## src/rtl/flash_tclk_div.sv

```systemverilog
module flash_tclk_div #(
  parameter int unsigned TARGET_HZ    = 200000,
  parameter int unsigned MIN_HZ       = 150000,
  parameter int unsigned PRE_LIMIT_HZ = 12800000,
  parameter int unsigned DIV_W        = 6,
  parameter int unsigned PRE_SHIFT    = 3
) (
  input  logic             clk,
  input  logic             rst,
  input  logic             start,
  input  logic [31:0]      in_hz,
  output logic             busy,
  output logic             done,
  output logic             err,
  output logic             prescale,
  output logic [DIV_W-1:0] div,
  output logic             tick,
  output logic             tclk
);
  localparam int unsigned STEPS   = 32;
  localparam int unsigned DIV_MAX = (1 << DIV_W) - 1;
  localparam int unsigned CW      = DIV_W + PRE_SHIFT + 1;

  logic [31:0] rem, quo, p_hz, tmp, diff;
  logic [5:0]  step;
  logic        zero_in, ge, pre_w, ovf, slow;
  logic [31:0] p_w;
  logic [DIV_W-1:0] div_w;

  assign pre_w = in_hz > PRE_LIMIT_HZ;
  assign p_w   = pre_w ? (in_hz >> PRE_SHIFT) : in_hz;
  assign tmp   = {rem[30:0], quo[31]};
  assign ge    = tmp >= TARGET_HZ;
  assign diff  = tmp - TARGET_HZ;
  assign ovf   = |(quo >> DIV_W);
  assign div_w = ovf ? DIV_W'(DIV_MAX) : quo[DIV_W-1:0];
  assign slow  = {32'd0, p_hz} < 64'(MIN_HZ) * (64'(div_w) + 64'd1);

  always_ff @(posedge clk) begin
    if (rst) begin
      busy <= 1'b0; done <= 1'b0; err <= 1'b0;
      prescale <= 1'b0; div <= '0;
      rem <= '0; quo <= '0; p_hz <= '0; step <= '0; zero_in <= 1'b0;
    end else if (start && !busy) begin
      busy     <= 1'b1;
      done     <= 1'b0;
      err      <= 1'b0;
      prescale <= pre_w;
      p_hz     <= p_w;
      quo      <= p_w - 32'd1;
      zero_in  <= p_w == 32'd0;
      rem      <= '0;
      step     <= '0;
    end else if (busy) begin
      if (step != 6'(STEPS)) begin
        rem  <= ge ? diff : tmp;
        quo  <= {quo[30:0], ge};
        step <= step + 6'd1;
      end else begin
        busy <= 1'b0;
        done <= 1'b1;
        div  <= div_w;
        err  <= zero_in | ovf | slow;
      end
    end
  end

  logic          run, last;
  logic [CW-1:0] cnt, period;

  assign run    = done & ~err;
  assign period = prescale ? (CW'(div) + CW'(1)) << PRE_SHIFT : CW'(div) + CW'(1);
  assign last   = cnt == period - CW'(1);
  assign tick   = run & last;
  assign tclk   = run & (cnt < (period >> 1));

  always_ff @(posedge clk) begin
    if (rst || !run) cnt <= '0;
    else             cnt <= last ? '0 : cnt + CW'(1);
  end

  p_busy_done_excl_r5: assert property (@(posedge clk) disable iff (rst)
    !(busy && done));
  p_start_accept_r5: assert property (@(posedge clk) disable iff (rst)
    (start && !busy) |=> (busy && !done));
  p_fields_hold_r6: assert property (@(posedge clk) disable iff (rst)
    (busy && $past(busy)) |-> $stable(prescale));
  p_err_with_done_r4: assert property (@(posedge clk) disable iff (rst)
    err |-> done);
  p_tick_gated_r9: assert property (@(posedge clk) disable iff (rst)
    (tick || tclk) |-> (done && !err));
  p_tick_single_r7: assert property (@(posedge clk) disable iff (rst)
    (tick && period > CW'(1) && $past(run)) |=> !tick);
  p_div_stable_r7: assert property (@(posedge clk) disable iff (rst)
    (done && $past(done)) |-> $stable(div));
endmodule

```

## config.mk

```make
export PLATFORM = sky130hd
export DESIGN_NAME = flash_tclk_div
export DESIGN_NICKNAME = d
export VERILOG_FILES = /design/src/rtl/flash_tclk_div.sv
export SDC_FILE = /design/constraint.sdc
export NUM_CORES = 1
export LEC_CHECK = 0
export BUFFER_PORTS_ARGS = -buffer_cell sky130_fd_sc_hd__buf_2
export CAP_MARGIN = 5
export CORE_ASPECT_RATIO = 0.75
export CORE_MARGIN = 2
export CORE_UTILIZATION = 31
export DETAILED_ROUTE_END_ITERATION = 8
export GPL_TIMING_DRIVEN = 0
export PLACE_DENSITY = 0.5
export SETUP_SLACK_MARGIN = 0.1
export SLEW_MARGIN = 20
export SYNTH_ARGS = -nofsm -noshare
export SYNTH_HDL_FRONTEND = slang
export SYNTH_SLANG_ARGS = --single-unit
```

## constraint.sdc

```tcl
create_clock -name clk -period 11.25 [get_ports clk]
set_input_delay 0 -clock clk [delete_from_list [all_inputs] [get_ports clk]]
set_output_delay 0 -clock clk [all_outputs]
set_load 0.02 [all_outputs]
```

Word-level counts from Yosys, hierarchy flattened
Cells that the tools add are included.

Register bits: 122. Bits of input ports: 35. Output and inout port bits: 12. Word-level logic and storage cells: 57.

Add/sub/neg operators: 7. $mul: 1. Magnitude comparators: 4. Equal/unequal tests: 2. Mux-type cells: 10. Bitwise logic cells: 8. Reduce and logical (&&, ||, !) cells: 14.

Operator list (count): $mux W32 (4); $ge A32 B18 Y1 const B (1); $gt A32 B24 Y1 const B (1); $logic_not A32 Y1 (1); $lt A32 B25 Y1 (1); $sub A32 B1 Y32 const B (1); $mux W31 (1); $sub A31 B18 Y31 const B (1); $reduce_or A26 Y1 (1); $mul A14 B7 Y21 const A (1); $add A6 B1 Y7 const B (2); $add A10 B1 Y10 const B (1); $eq A10 B10 Y1 (1); $lt A10 B9 Y1 (1); $mux W10 (1); $sub A10 B1 Y10 const B (1); $add A6 B1 Y6 const B (1); $mux W6 (1); $ne A6 B6 Y1 const B (1); $reduce_and A2 Y1 (3); $reduce_bool A2 Y1 (2); $reduce_or A2 Y1 (2); $and A1 B1 Y1 (3); $mux W1 (3); other kinds (6) (10).

Depth between registers and ports, before layout
Gate-level depths: netlist (run 1).

Depth in word-level cells: 6. Gate-level depth with buffers: 33. Depth with buffers taken out: 32.

Worst setup path after synthesis (run 1)
OpenSTA, ideal clock, no wires.

Path kind: register to register. From: register quo[31]. To: register err. Library setup time: 0.057 ns. Arrival: 7.641 ns. Data required time: 11.193 ns. Setup slack: 3.553 ns. Stages on the path, launching flop included: 31. Path buffers: 1. Clock period less this slack: 7.697 ns. Path through: dfxtp_1 > nor4_1 > nand4_1 > or2_2 > clkbuf_1 > nor2_1 > inv_1 > ha_1 > nor3b_1 > a21oi_1 > o22ai_1 > inv_1 > fa_1 > xnor2_1 > ha_1 > fa_1 > fa_1 > ha_1 > a21oi_1 > nor2b_1 > a41oi_1 > a21oi_1 > a221oi_1 > o21ai_0 > o21a_1 > or2_2 > ha_1 > a211oi_1 > o21ai_0 > a2111oi_0 > or2_2.

Cells in the longest elaborated chain, start to end: 6. Elaborated cells on any way between the ends: 7. Classes of those cells: 1 x add/sub; 1 x mul; 1 x order compare; 1 x mux; 2 x bitwise; 1 x reduce/logical.

RTL lines: start, declared (line 24) `logic [31:0] rem, quo, p_hz, tmp, diff;`; start signal, assigned (line 50) `quo <= p_w - 32'd1;`; start signal, assigned (line 57) `quo <= {quo[30:0], ge};`; $reduce_or A26 Y1 (line 35) `assign ovf = |(quo >> DIV_W);`; $mux W6 (line 36) `assign div_w = ovf ? DIV_W'(DIV_MAX) : quo[DIV_W-1:0];`; via div_w[0] (line 28) `logic [DIV_W-1:0] div_w;`; $add A6 B1 Y7 (line 37) `assign slow = {32'd0, p_hz} < 64'(MIN_HZ) * (64'(div_w) + 64'd1);`; $mul A14 B7 Y21 (line 37); $lt A32 B25 Y1 (line 37); $or A1 B1 Y1 (line 63) `err <= zero_in | ovf | slow;`; end signal, assigned (line 63); end, declared (line 14) `output logic err,`.

The timed path passes the listed nets, and every way through them passes these cells. A chain may end at the register's enable or synchronous reset.

Worst setup path after layout (run 1)
From: register quo[19]. To: register err.

The elaborated chain is that of the path after synthesis.

==> results of run 1 <==
-- logic make-up (layout without fill, tap and decap cells) --
kind of cell               count (synthesis)  in the layout  share of synthesized area (%)
and+or+nand+nor                          446            446                           24.2
adders and majority gates                102            102                           15.0
buffers and inverters                     98            175                           4.45
xor gates and xnor gates                  88             88                           8.48
muxes                                     18             18                           2.05
AOI/OAI and AO/OA                        261            261                           19.9
DFF                                      118            118                           26.0
-- sequential cells by signal, summed over array words and instances (netlist names) --
register	flops
busy	1
prescale	1
done	1
div	6
zero_in	1
err	1
step	6
quo	32
rem	31
p_hz	28
cnt	10
-- repair_timing --
item / 4_1_cts / 5_1_grt
hold buffers: 12 / 0
setup buffers: 0 / 0
setup endpoints to repair: 0 / 0
hold endpoints to repair: 16 / 0
-- layout make-up --
type	instances	area, µm²
Buffer	65	280
Clock buffer	19	443
Clock inverter	13	149
Fill cell	3083	18500
Inverter	33	124
Multi-Input combinational cell	915	6320
Sequential cell	118	2360
Tap cell	392	490
Timing Repair Buffer	45	285
-- worst register-to-register path, delay by kind of cell, from the launching register on --
| family | cells | cell delay (ps) |
|---|---|---|
| compound gates | 8 | 2320 |
| fa+ha+maj | 7 | 2740 |
| buf+inv | 3 | 640 |
| simple gates | 11 | 3110 |
| xor+xnor | 1 | 240 |
| flops | 1 | 330 |
-- routing by layer --
layer	routed length [µm]	up-vias	part of all wire, %	GRT usage (%)
met5	0	-	0	0
met2	11500	212	41	26.2
met1	15000	3990	54	28.2
li1	-	4249	-	-
met4	396	0	1.4	4.97
met3	1140	22	4.0	2.65
-- report_power, final --
part | internal [mW] | total, mW | switching, mW
Combinational | 0.153 | 0.376 | 0.223
Sequential | 0.442 | 0.466 | 0.0235
Clock | 0.335 | 0.553 | 0.218
-- worst max-delay path by stage --
stage | from | end | depth (start not counted)
after global placement | quo[19] | err | 30
after CTS | quo[19] | err | 30
after detailed placement | quo[19] | err | 30
final | quo[19] | err | 30
after floorplan | quo[31] | err | 30
after global routing | quo[24] | err | 30
-- layout by cell type, fill, tap and decap left out, types with 12 or more instances in the layout --
cell type | Yosys | layout
sky130_fd_sc_hd__o21ai_0 | 27 | 27
sky130_fd_sc_hd__dfxtp_1 | 118 | 118
sky130_fd_sc_hd__mux2i_1 | 16 | 16
sky130_fd_sc_hd__clkbuf_16 | 0 | 17
sky130_fd_sc_hd__a31oi_1 | 14 | 14
sky130_fd_sc_hd__a211oi_1 | 38 | 38
sky130_fd_sc_hd__dlygate4sd3_1 | 0 | 12
sky130_fd_sc_hd__buf_2 | 8 | 41
sky130_fd_sc_hd__nor4_1 | 26 | 26
sky130_fd_sc_hd__a21oi_1 | 61 | 61
sky130_fd_sc_hd__a21o_1 | 15 | 15
sky130_fd_sc_hd__o21a_1 | 13 | 13
sky130_fd_sc_hd__nor3_1 | 38 | 38
sky130_fd_sc_hd__nand2_1 | 123 | 123
sky130_fd_sc_hd__ha_1 | 91 | 91
sky130_fd_sc_hd__or3_1 | 13 | 13
sky130_fd_sc_hd__nor2_1 | 123 | 123
sky130_fd_sc_hd__nand3_1 | 26 | 26
sky130_fd_sc_hd__inv_1 | 32 | 32
sky130_fd_sc_hd__xor2_1 | 45 | 45
sky130_fd_sc_hd__nand4_1 | 13 | 13
sky130_fd_sc_hd__xnor2_1 | 43 | 43
sky130_fd_sc_hd__clkbuf_1 | 47 | 48
sky130_fd_sc_hd__or2_2 | 12 | 12
sky130_fd_sc_hd__a311oi_1 | 15 | 15
==> flow_results.org, run 1 <==
** Timing
- Between clock sinks in the finished design, the worst skew comes to ~15 ps.
- Final hold analysis gives a worst-case slack of between 40 and 50 ps.
- Worst Max-Slew Pin Slew :: about 1100 ps
- The number of failing hold endpoints at the final stage is 0.
- Achievable clock frequency :: 105 MHz
- In this run the tightest slew margin relative to its limit is about 29%.
- Minimum period implied by the final worst setup slack :: 9490 ps
- Sum Neg Setup Slack :: 0 ps
- Setup violations remaining at the end of the flow were counted as 0.
- Final slew viol count :: 0
- Final critical-path share of the clock period :: roughly 84%
- Setup repair after global routing left no endpoint under its margin.
- Setup WS post-layout :: 1760 ps

** Hold path
- The worst hold path was traced through 3 stages.
- Path type of the worst min-delay path :: input port to flop
- Start point of the worst hold path :: in_hz[20]
- Hold path endpoint :: p_hz[20]

** Route
- Routed Wire Length :: 28100 µm
- DRC violation count after routing :: 0
- In the final routed layout, each cell accounts on average for 17.6 µm.
- Detailed Routing Iterations Pass 1 :: 5
- After detailed routing, the number of vias per cell comes to 5.30.
- For this block, the via count after detailed routing is ~8500.
- For this block, the initial DRC count from the detailed router was approximately 660.
- Once detail routing completed, the nets flagged for antenna violations numbered 0.

** Global route
- Entering global routing, the biggest net connects 17 pins.
- Total overflow reported by the global router :: 0
- GRT Util Overall :: approximately 18%
- Via count of the first global-routing pass :: between 7000 and 8000
- The number of antenna violations at the first check in global routing came to 0.
- Wire length of the first global-routing pass :: approximately 45000 µm

** Logic synthesis
- The commonest cells after synthesis are sky130_fd_sc_hd__nand2_1 (123), sky130_fd_sc_hd__nor2_1 (123), sky130_fd_sc_hd__dfxtp_1 (118).
- Top cells by area in the synthesized netlist :: sky130_fd_sc_hd__dfxtp_1 (26%), sky130_fd_sc_hd__ha_1 (13%), sky130_fd_sc_hd__nand2_1 (5.1%)
- In the synthesized netlist, the number of instances is around 1100.
- Yosys warnings :: 0
- In this run, synthesis produced a sequential element count of ~120.
- Cell variety after synth :: 73
- Of the synthesized area, sequential elements account for 26.0%.
- Async set or reset register ratio after synthesis :: 0%
- Most used flip-flop cell after synthesis :: sky130_fd_sc_hd__dfxtp_1
- Top-area cell type share of the netlist area :: 26.0%
- Number of enable flip-flop cells after synthesis :: 0
- Post-synthesis instance area :: 9090 µm²
- Cell taking the most area after synthesis :: sky130_fd_sc_hd__dfxtp_1
- Averaged over all synthesized cells, the footprint is 8.04 µm².
- Total nets after synthesis :: ~1300

** Critical path
- The startpoint identified for the worst register-to-register timing path is quo[19].
- Worst reg2reg path depth :: 30
- The worst setup path is launched from a flop.
- Counting stages on the worst path, the most repeated cell is sky130_fd_sc_hd__ha_1.
- Destination of the worst register-to-register timing path :: err
- Data on the critical path arrives at its endpoint at roughly 9800 ps.
- Counting both buffers and inverters, the worst setup path holds a total of 3.
- The worst setup path is captured at a flop.
- Among all stages on the critical path, the largest delay is contributed by sky130_fd_sc_hd__nor2_1.
- Worst Path Required :: roughly 12000 ps
- Of all nets on the critical path, the largest fanout is 9.
- Start-to-end type of the worst setup path :: flop to flop
- Delay contributed by the slowest stage of the critical path :: ~800 ps
- CP delay by family, top :: simple AND/OR/NAND/NOR gates
- In this run the register-to-register setup slack is between 1500 and 2000 ps.

** Final layout
- The finished layout holds 1600 standard cells, fillers aside.
- Share of cells above drive strength 1 :: under 10%
- Area growth from synthesis to layout :: 15.0%
- Final instance area :: about 10000 µm²
- The number of antenna diodes in the final layout is 0.
- Cells fill between 30% and 40% of the core in the end.
- After the last flow step, the layout net total stands at between 1000 and 1500.

** Die
- Die outline width :: around 200 µm
- For this configuration, the core starts out at a cell density of 31.4%.
- The die covers 30700 µm².
- Rows :: 54
- 47 I/O pins were placed.
- Area of the core :: slightly below 30000 µm²
- Chip height :: about 150 µm

** Power and ir drop
- P per Cell Area :: 133 nW/µm²
- Worst-case vdd ir drop :: around 0.089 mV
- Leakage power :: ~4.1 nW
- Power comes to roughly 1.4 mW.

** Place
- Setup Slack @ Placement :: approximately 1600 ps
- Port Buffer Count :: 33
- Once placement finished, the instance area stood at 9740 µm².
- Summed over all nets, the half-perimeter wirelength after detailed placement is roughly 22000 µm.
- In this run, placement finished with an instance count of between 1500 and 2000.
- Final RePlAce weighted congestion :: about 0.93

** Clocking
- The longest clock path from root to sink contains 2 buffers.
- Depth of the CTS H-tree :: 4
- CTS root buffer :: sky130_fd_sc_hd__clkbuf_16
- Clk sink count :: 118
- The number of gates resized after CTS was 0.
- Inserted Clock Buffers :: 17
- TritonCTS clock tree :: built
- The later pin in the worst-skew pair is clocked with a latency of roughly 430 ps.
- Clock-pin slew was measured on the worst setup and hold paths at roughly 60 ps.

** Run status
- Status :: finished clean

** Run
- Count of maximum capacitance violations :: 0
No activity file was read; power rests on OpenSTA's default activity.
==> run 2: changes to the inputs <==
==> constraint.sdc (replaced) <==
create_clock -name clk -period 9.26 [get_ports clk]
set_input_delay 0 -clock clk [delete_from_list [all_inputs] [get_ports clk]]
set_output_delay 0 -clock clk [all_outputs]
set_load 0.02 [all_outputs]
==> flow_results.org, run 2 (same netlist as run 1, synthesis figures left out) <==
** Run status
- The run finished with clean final reports.

** Hold path
- Counting instances, the worst hold path has a depth of 3.
- The path with the worst hold slack has its endpoint at p_hz[20].
- The worst hold path begins at in_hz[20].
- The tightest min-delay check is of the input port to flop type.

** Timing
- Setup violations, final :: 0
- Final clock skew :: 14.5 ps
- Setup repair after global routing left no endpoint under its margin.
- In the finished design, the share of the clock period the worst path needs comes to between 90% and 100%.
- Minimum period implied by the final worst setup slack :: 8570 ps
- On the final layout, the worst hold slack is ~47 ps.
- Sum Neg Setup Slack :: 0 ps
- Max_slew headroom :: between 20% and 30%
- The number of slew-limit violations in the final report was 0.
- Timing would allow up to ~120 MHz.
- Worst Max-Slew Pin Slew :: 1050 ps
- Hold Violations, Final :: 0

** Critical path
- Count of buffer and inverter cells on the critical path :: 1
- In this run the worst path has a maximum fanout of 9.
- Startpoint Class :: flop
- Worst Path Required :: between 9000 and 10000 ps
- RR Startpoint :: quo[19]
- CP delay by family, top :: simple AND/OR/NAND/NOR gates
- Measured in cells, the most critical reg-to-reg path has a length of 28.
- At the worst endpoint, the arrival time is just under 9000 ps.
- Delay contributed by the slowest stage of the critical path :: between 800 and 900 ps
- STA classifies the critical path endpoint as a flop.
- Critical Path Source :: quo[19]
- The slowest stage of the critical path belongs to the cell sky130_fd_sc_hd__o21ai_0.
- Start-to-end type of the worst setup path :: flop to flop
- Destination of the worst register-to-register timing path :: err
- For flop-to-flop paths, the worst setup slack is roughly 690 ps.

** Clocking
- Max Root-Sink Buffers :: 2
- The tree is rooted in a sky130_fd_sc_hd__clkbuf_16.
- After clock tree synthesis, the clock-pin slew on the worst setup and hold paths is 60 ps.
- The clock net in this run drives a total of approximately 120 sinks.
- Inserted Clock Buffers :: 17
- The H-tree was split into 4 levels.
- The clock reaches the later pin of the worst-skew pair after between 400 and 500 ps.
- TritonCTS built the clock tree.

** Final layout
- The register with the most flip-flops in the final layout is quo.
- Biggest registers after layout :: quo: 32 flops, rem: 31 flops, p_hz: 28 flops
- The library cell used most frequently in the layout, excluding fill and tap cells, is sky130_fd_sc_hd__nand2_1.
- The number of antenna diodes in the final layout is 0.
- Most frequent cells in the layout :: sky130_fd_sc_hd__nand2_1 (123), sky130_fd_sc_hd__nor2_1 (122), sky130_fd_sc_hd__dfxtp_1 (118)
- Area growth from synthesis to layout :: 15.4%
- NumNets Final :: between 1000 and 1500
- Share of cells above drive strength 1 :: under 10%
- The register with the most flip-flops in the layout has 32 of them.

** Route
- Dividing the detail-routed wire length by the instance count gives 17.5 µm.
- In this run the remaining antenna-violating nets after routing total 0.
- Sum of met3 wire segment lengths after detailed routing :: 1270 µm
- Across all layers, the routed design uses about 8500 vias.
- Routed metal-1 wirelength :: 14900 µm
- The first routing iteration left 561 violations.
- The first detailed-routing pass ran for 5 iterations.
- After detailed routing, the number of remaining DRC violations is 0.
- Detailed-route vias per instance :: 5.30
- After detailed routing, the met2 layer carries 11500 µm of wire.
- Routed Wire Length :: 28100 µm
- Highest metal layer used by the detailed router :: met4

** Global route
- The number of global-route vias before repair was between 7000 and 8000.
- The first global-routing pass estimated approximately 45000 µm of wire.
- The number of antenna violations at the first check in global routing came to 0.
- Total overflow reported by the global router :: 0
- Pin count of the biggest net entering global routing :: 17
- Global routing used around 18% of the available tracks across all layers.

** Place
- The congestion estimate from routability-driven global placement came to between 0.9 and 1.
- DPL Wire Length :: 21800 µm
- Port Buffer Count :: 33

** Power and ir drop
- Share of total power in combinational logic :: a little over a quarter
- P per Cell Area :: about 160 nW/µm²
- Worst-case vdd ir drop :: 0.108 mV
- Of the total power, the share spent switching nets is about 33%.
- Clock network power share :: 39.6%
- Reported net switching power :: between 500 and 600 µW
- The analysis attributes to cell leakage a power of 4.13 nW.
- Seq pwr share :: between 30% and 40%
- Internal power :: between 1 and 1.5 mW

** Run
- Across the run, the number of max-cap violations was 0.

** Die
- The floorplan step set the die height to approximately 150 µm.
- Rows :: 54
- Die area :: between 30000 and 40000 µm²
- Area of the core :: a little under 30000 µm²
- IO Pins :: 47
- Die outline width :: between 200 and 250 µm
- For this configuration, the core starts out at a cell density of between 30% and 40%.
==> run 2: worst max-delay path by stage <==
| stage | slack (ps) | end | cells after the start |
|---|---|---|---|
| after global placement | -270 | err | 30 |
| after global routing | 190 | err | 28 |
| after floorplan | 1560 | err | 30 |
| after detailed placement | -350 | err | 30 |
| final | 690 | err | 28 |
| after CTS | 190 | err | 32 |
==> run 2: layer usage <==
metal / vias up / global-route usage, %
met5: - / 0
met4: 0 / 4.97
met3: 23 / 2.65
met2: 227 / 26.2
met1: 3992 / 28.2
li1: 4250 / -
==> run 2: repair_timing <==
item | in CTS | in global routing
hold buffers | 12 | 0
setup endpoints to repair | 1 | 1
resized for setup | 2 | 1
endpoints found under the hold margin | 16 | 0
buffers inserted | 0 | 2
pin swaps | 0 | 1
==> run 2: final cells by class <==
type                       count  area (µm²)
clock inverter                13         149
multi-input combinational    915        6340
fill                        3084       18500
tap                          392         490
inverter                      33         124
clock buffer                  19         443
timing repair buffer          47         300
buffer                        65         280
sequential                   118        2360
==> run 2: power groups by stage <==
stage	combinational, mW	sequential (mW)	clock (mW)
final	0.458	0.566	0.670
after global routing	0.521	0.570	0.708
after CTS	0.459	0.565	0.682
after detailed placement	0.451	0.576	0
after global placement	0.447	0.576	0
after floorplan	0.337	0.568	0
==> run 2: worst reg2reg max path: cells and delay by family, from the launching register on <==
kind / cells / cell delay [ps]
AO/OA/AOI/OAI: 8 / 2540
XOR/XNOR: 1 / 240
buffers and inverters: 1 / 230
flip-flops: 1 / 330
adder cells (fa/ha/maj): 6 / 2480
AND/OR/NAND/NOR: 12 / 2630
==> run 2: per-stage QoR <==
stage	std cells	setup slack (ps)	power, mW	instance area (µm²)	util (%)
3_3_place_gp	1556	-269	1.02	9740	33.6
5_1_grt	1602	189	1.80	10500	36.2
4_1_cts	1600	186	1.71	10500	36.1
2_1_floorplan	1131	1560	0.905	9090	-
3_5_place_dp	1556	-352	1.03	9740	33.6
6_report	1602	688	1.69	10500	36.2
==> run 3: changes to the inputs <==
--- a/config.mk
+++ b/config.mk
@@ -12,7 +12,9 @@
 export CORE_UTILIZATION = 31
 export DETAILED_ROUTE_END_ITERATION = 8
 export GPL_TIMING_DRIVEN = 0
+export MAX_ROUTING_LAYER = met4
 export PLACE_DENSITY = 0.5
+export REMOVE_ABC_BUFFERS = 1
 export SETUP_SLACK_MARGIN = 0.1
 export SLEW_MARGIN = 20
 export SYNTH_ARGS = -nofsm -noshare
==> constraint.sdc (replaced) <==
create_clock -name clk -period 8.7 [get_ports clk]
set_input_delay 0 -clock clk [delete_from_list [all_inputs] [get_ports clk]]
set_output_delay 0 -clock clk [all_outputs]
set_load 0.02 [all_outputs]
==> flow_results.org, run 3 (same netlist as run 1, synthesis figures left out) <==
** Power and ir drop
- Leakage power :: 4.18 nW
- Design Power :: 1.77 mW
- VDD sags by at most 0.135 mV.
- P per Cell Area :: roughly 170 nW/µm²

** Run
- Count of maximum capacitance violations :: 0

** Run status
- Status :: finished clean

** Clocking
- After clock tree synthesis, the clock-pin slew on the worst setup and hold paths is approximately 60 ps.
- The longest clock path from root to sink contains 2 buffers.
- Inserted Clock Buffers :: 17
- Depth of the CTS H-tree :: 4
- TritonCTS clock tree :: built
- The root buffer cell chosen for the clock tree is sky130_fd_sc_hd__clkbuf_16.
- Clock latency on the worst-skew pair, taken at its later pin, is roughly 430 ps.
- Clk sink count :: 118

** Hold path
- The worst hold path was traced through 3 stages.
- The worst hold path belongs to the class input port to flop.
- Start point of the worst hold path :: in_hz[26]

** Route
- After detailed routing, the average wire length per cell comes to around 17 µm.
- Detailed Routing Iterations Pass 1 :: 5
- For this block, the routed nets add up to 25900 µm of wire.
- DRC violation count after routing :: 0
- Remaining antenna violation count :: 0
- Initial drt markers :: roughly 550
- Using the TritonRoute via totals, the vias-per-cell ratio works out to between 5 and 6.
- Count of vias placed by the detailed router :: 8278

** Timing
- Final clock skew :: approximately 8.8 ps
- Achievable clock frequency :: roughly 130 MHz
- Headroom to the max-slew limit came out at approximately 27%.
- Worst Max-Slew Pin Slew :: 1080 ps
- Hold Violations, Final :: 0
- Setup violations, final :: 0
- Dividing the final minimum period by the clock period gives between 90% and 100%.
- Adding up every negative setup slack in the final design gives 0 ps.
- Minimum period implied by the final worst setup slack :: about 8000 ps
- Final slew viol count :: 0
- Setup repair after global routing missed its margin :: no

** Global route
- Wire length of the first global-routing pass :: 42600 µm
- Initial antenna violation count :: 0
- Total overflow reported by the global router :: 0
- Via count of the first global-routing pass :: just under 8000
- Global routing used around 18% of the available tracks.
- Pin count of the biggest net entering global routing :: 69

** Critical path
- Counting stages on the worst path, the most repeated cell is sky130_fd_sc_hd__a21o_1.
- The largest single stage delay on the critical path is roughly 570 ps.
- Tracing the worst setup path back leads to its startpoint at quo[19].
- Type of element capturing the critical path :: flop
- RR Startpoint :: quo[19]
- Startpoint Class :: flop
- Data arrival time of the critical path :: approximately 8300 ps
- The setup path with the least slack is of type flop to flop.
- Worst Path Required :: just over 9000 ps
- Worst-path cell with the longest stage delay :: sky130_fd_sc_hd__fa_1
- Worst reg2reg path depth :: 32
- Of all nets on the critical path, the largest fanout is 9.

** Final layout
- Biggest registers after layout :: quo: 32 flops, rem: 31 flops, p_hz: 28 flops
- Of the cells placed in the final design, the portion with a size suffix greater than 1 is between 10% and 20%.
- The library cell used most frequently in the layout, excluding fill and tap cells, is sky130_fd_sc_hd__nand2_1.
- Summing all flip-flop and latch instances after layout gives between 2000 and 2500 µm².
- Area growth from synthesis to layout :: 15.8%
- In the final layout, the multi-input gates occupy between 6000 and 7000 µm².
- Final instance area :: roughly 11000 µm²
- Top register by number of flip-flops :: quo
- The net count of the finished layout is about 1300.
- Count of filler cells inserted in the layout :: between 3000 and 4000
- Most frequent cells in the layout :: sky130_fd_sc_hd__nand2_1 (121), sky130_fd_sc_hd__nor2_1 (120), sky130_fd_sc_hd__dfxtp_1 (118)
- Max reg flops :: 32

** Die
- The die is between 150 and 200 µm tall.
- Die outline width :: a little over 200 µm
- 47 I/O pins were placed.
- Effective utilization at floorplan :: between 30% and 40%
- The floorplan has between 50 and 60 rows.
- Area of the core :: 29000 µm²
- The die covers between 30000 and 40000 µm².

** Place
- Post-detailed-placement cell area :: just under 10000 µm²
- Port Buffer Count :: between 40 and 50
- Detailed placement finished with a half-perimeter wire length of roughly 19000 µm.
- Routability-driven placement finished with a final weighted congestion of 0.871.
-- run 3: cell types whose count changed in the layout (fill, tap and decap cells not counted), moves of 3 or more --
| cell | delta |
|---|---|
| sky130_fd_sc_hd__dlygate4sd3_1 | +9 |
| sky130_fd_sc_hd__buf_2 | +4 |
| sky130_fd_sc_hd__buf_1 | -6 |
| sky130_fd_sc_hd__clkbuf_1 | -48 |
| sky130_fd_sc_hd__buf_6 | -3 |
| sky130_fd_sc_hd__nor4_2 | +3 |
| sky130_fd_sc_hd__buf_4 | +4 |
| sky130_fd_sc_hd__nor4_1 | -4 |
-- run 3: timing repair --
action                     CTS  global route
setup endpoints to repair    1             1
hold buffers                21             0
pin swaps                    0             3
cloned                       0             0
buffers inserted             0             6
resized for setup            4            12
hold endpoints to repair    20             0
-- run 3: path summary, 6_finish.rpt --
kind                    to  slack [ps]
setup reg to reg       err         750
hold reg to reg   p_hz[25]         460
setup / recovery       err         750
hold / removal    p_hz[23]          20
-- run 3: layout make-up --
cell class / instances / area share [%]
antenna: 1 / 0.0238
clock buffer: 18 / 4.17
clock inverter: 14 / 1.21
inverter: 33 / 1.18
multi-input combinational: 915 / 61.2
sequential: 118 / 22.4
tap: 392 / 4.66
timing repair buffer: 75 / 5.16
-- run 3: metrics by stage --
step	setup WS, ps	hold WS, ps	instances	util (%)
2_1_floorplan	1110	69.1	1066	-
3_3_place_gp	-607	303	1504	32.9
3_5_place_dp	-699	307	1506	33.2
4_1_cts	186	5.22	1559	35.9
5_1_grt	78.2	26.8	1565	36.3
6_report	748	19.0	1566	36.3
-- run 3: metal layers --
layer	up-vias	wire length [µm]	global-route usage (%)	part of all wire, %
met4	0	227	3.85	0.88
met2	189	10600	24.2	41
li1	4194	-	-	-
met3	20	1250	2.89	4.8
met1	3875	13800	26.7	53
met5	-	0	-	0
-- run 3: power by group --
| part | total [mW] | leakage (nW) | switching, mW | internal, mW |
|---|---|---|---|---|
| clock network | 0.681 | 0.269 | 0.280 | 0.401 |
| registers | 0.604 | 0.965 | 0.0327 | 0.572 |
| logic | 0.488 | 2.95 | 0.279 | 0.209 |
| total | 1.77 | 4.18 | 0.592 | 1.18 |
-- run 3: worst max-delay path, delay by kind of cell (launching register included) --
kind | cells | cell delay (ps)
flip-flops | 1 | 350
XOR/XNOR | 1 | 150
AO/OA/AOI/OAI | 14 | 2630
buffers and inverters | 3 | 330
AND/OR/NAND/NOR | 7 | 1500
adder cells (fa/ha/maj) | 7 | 2910
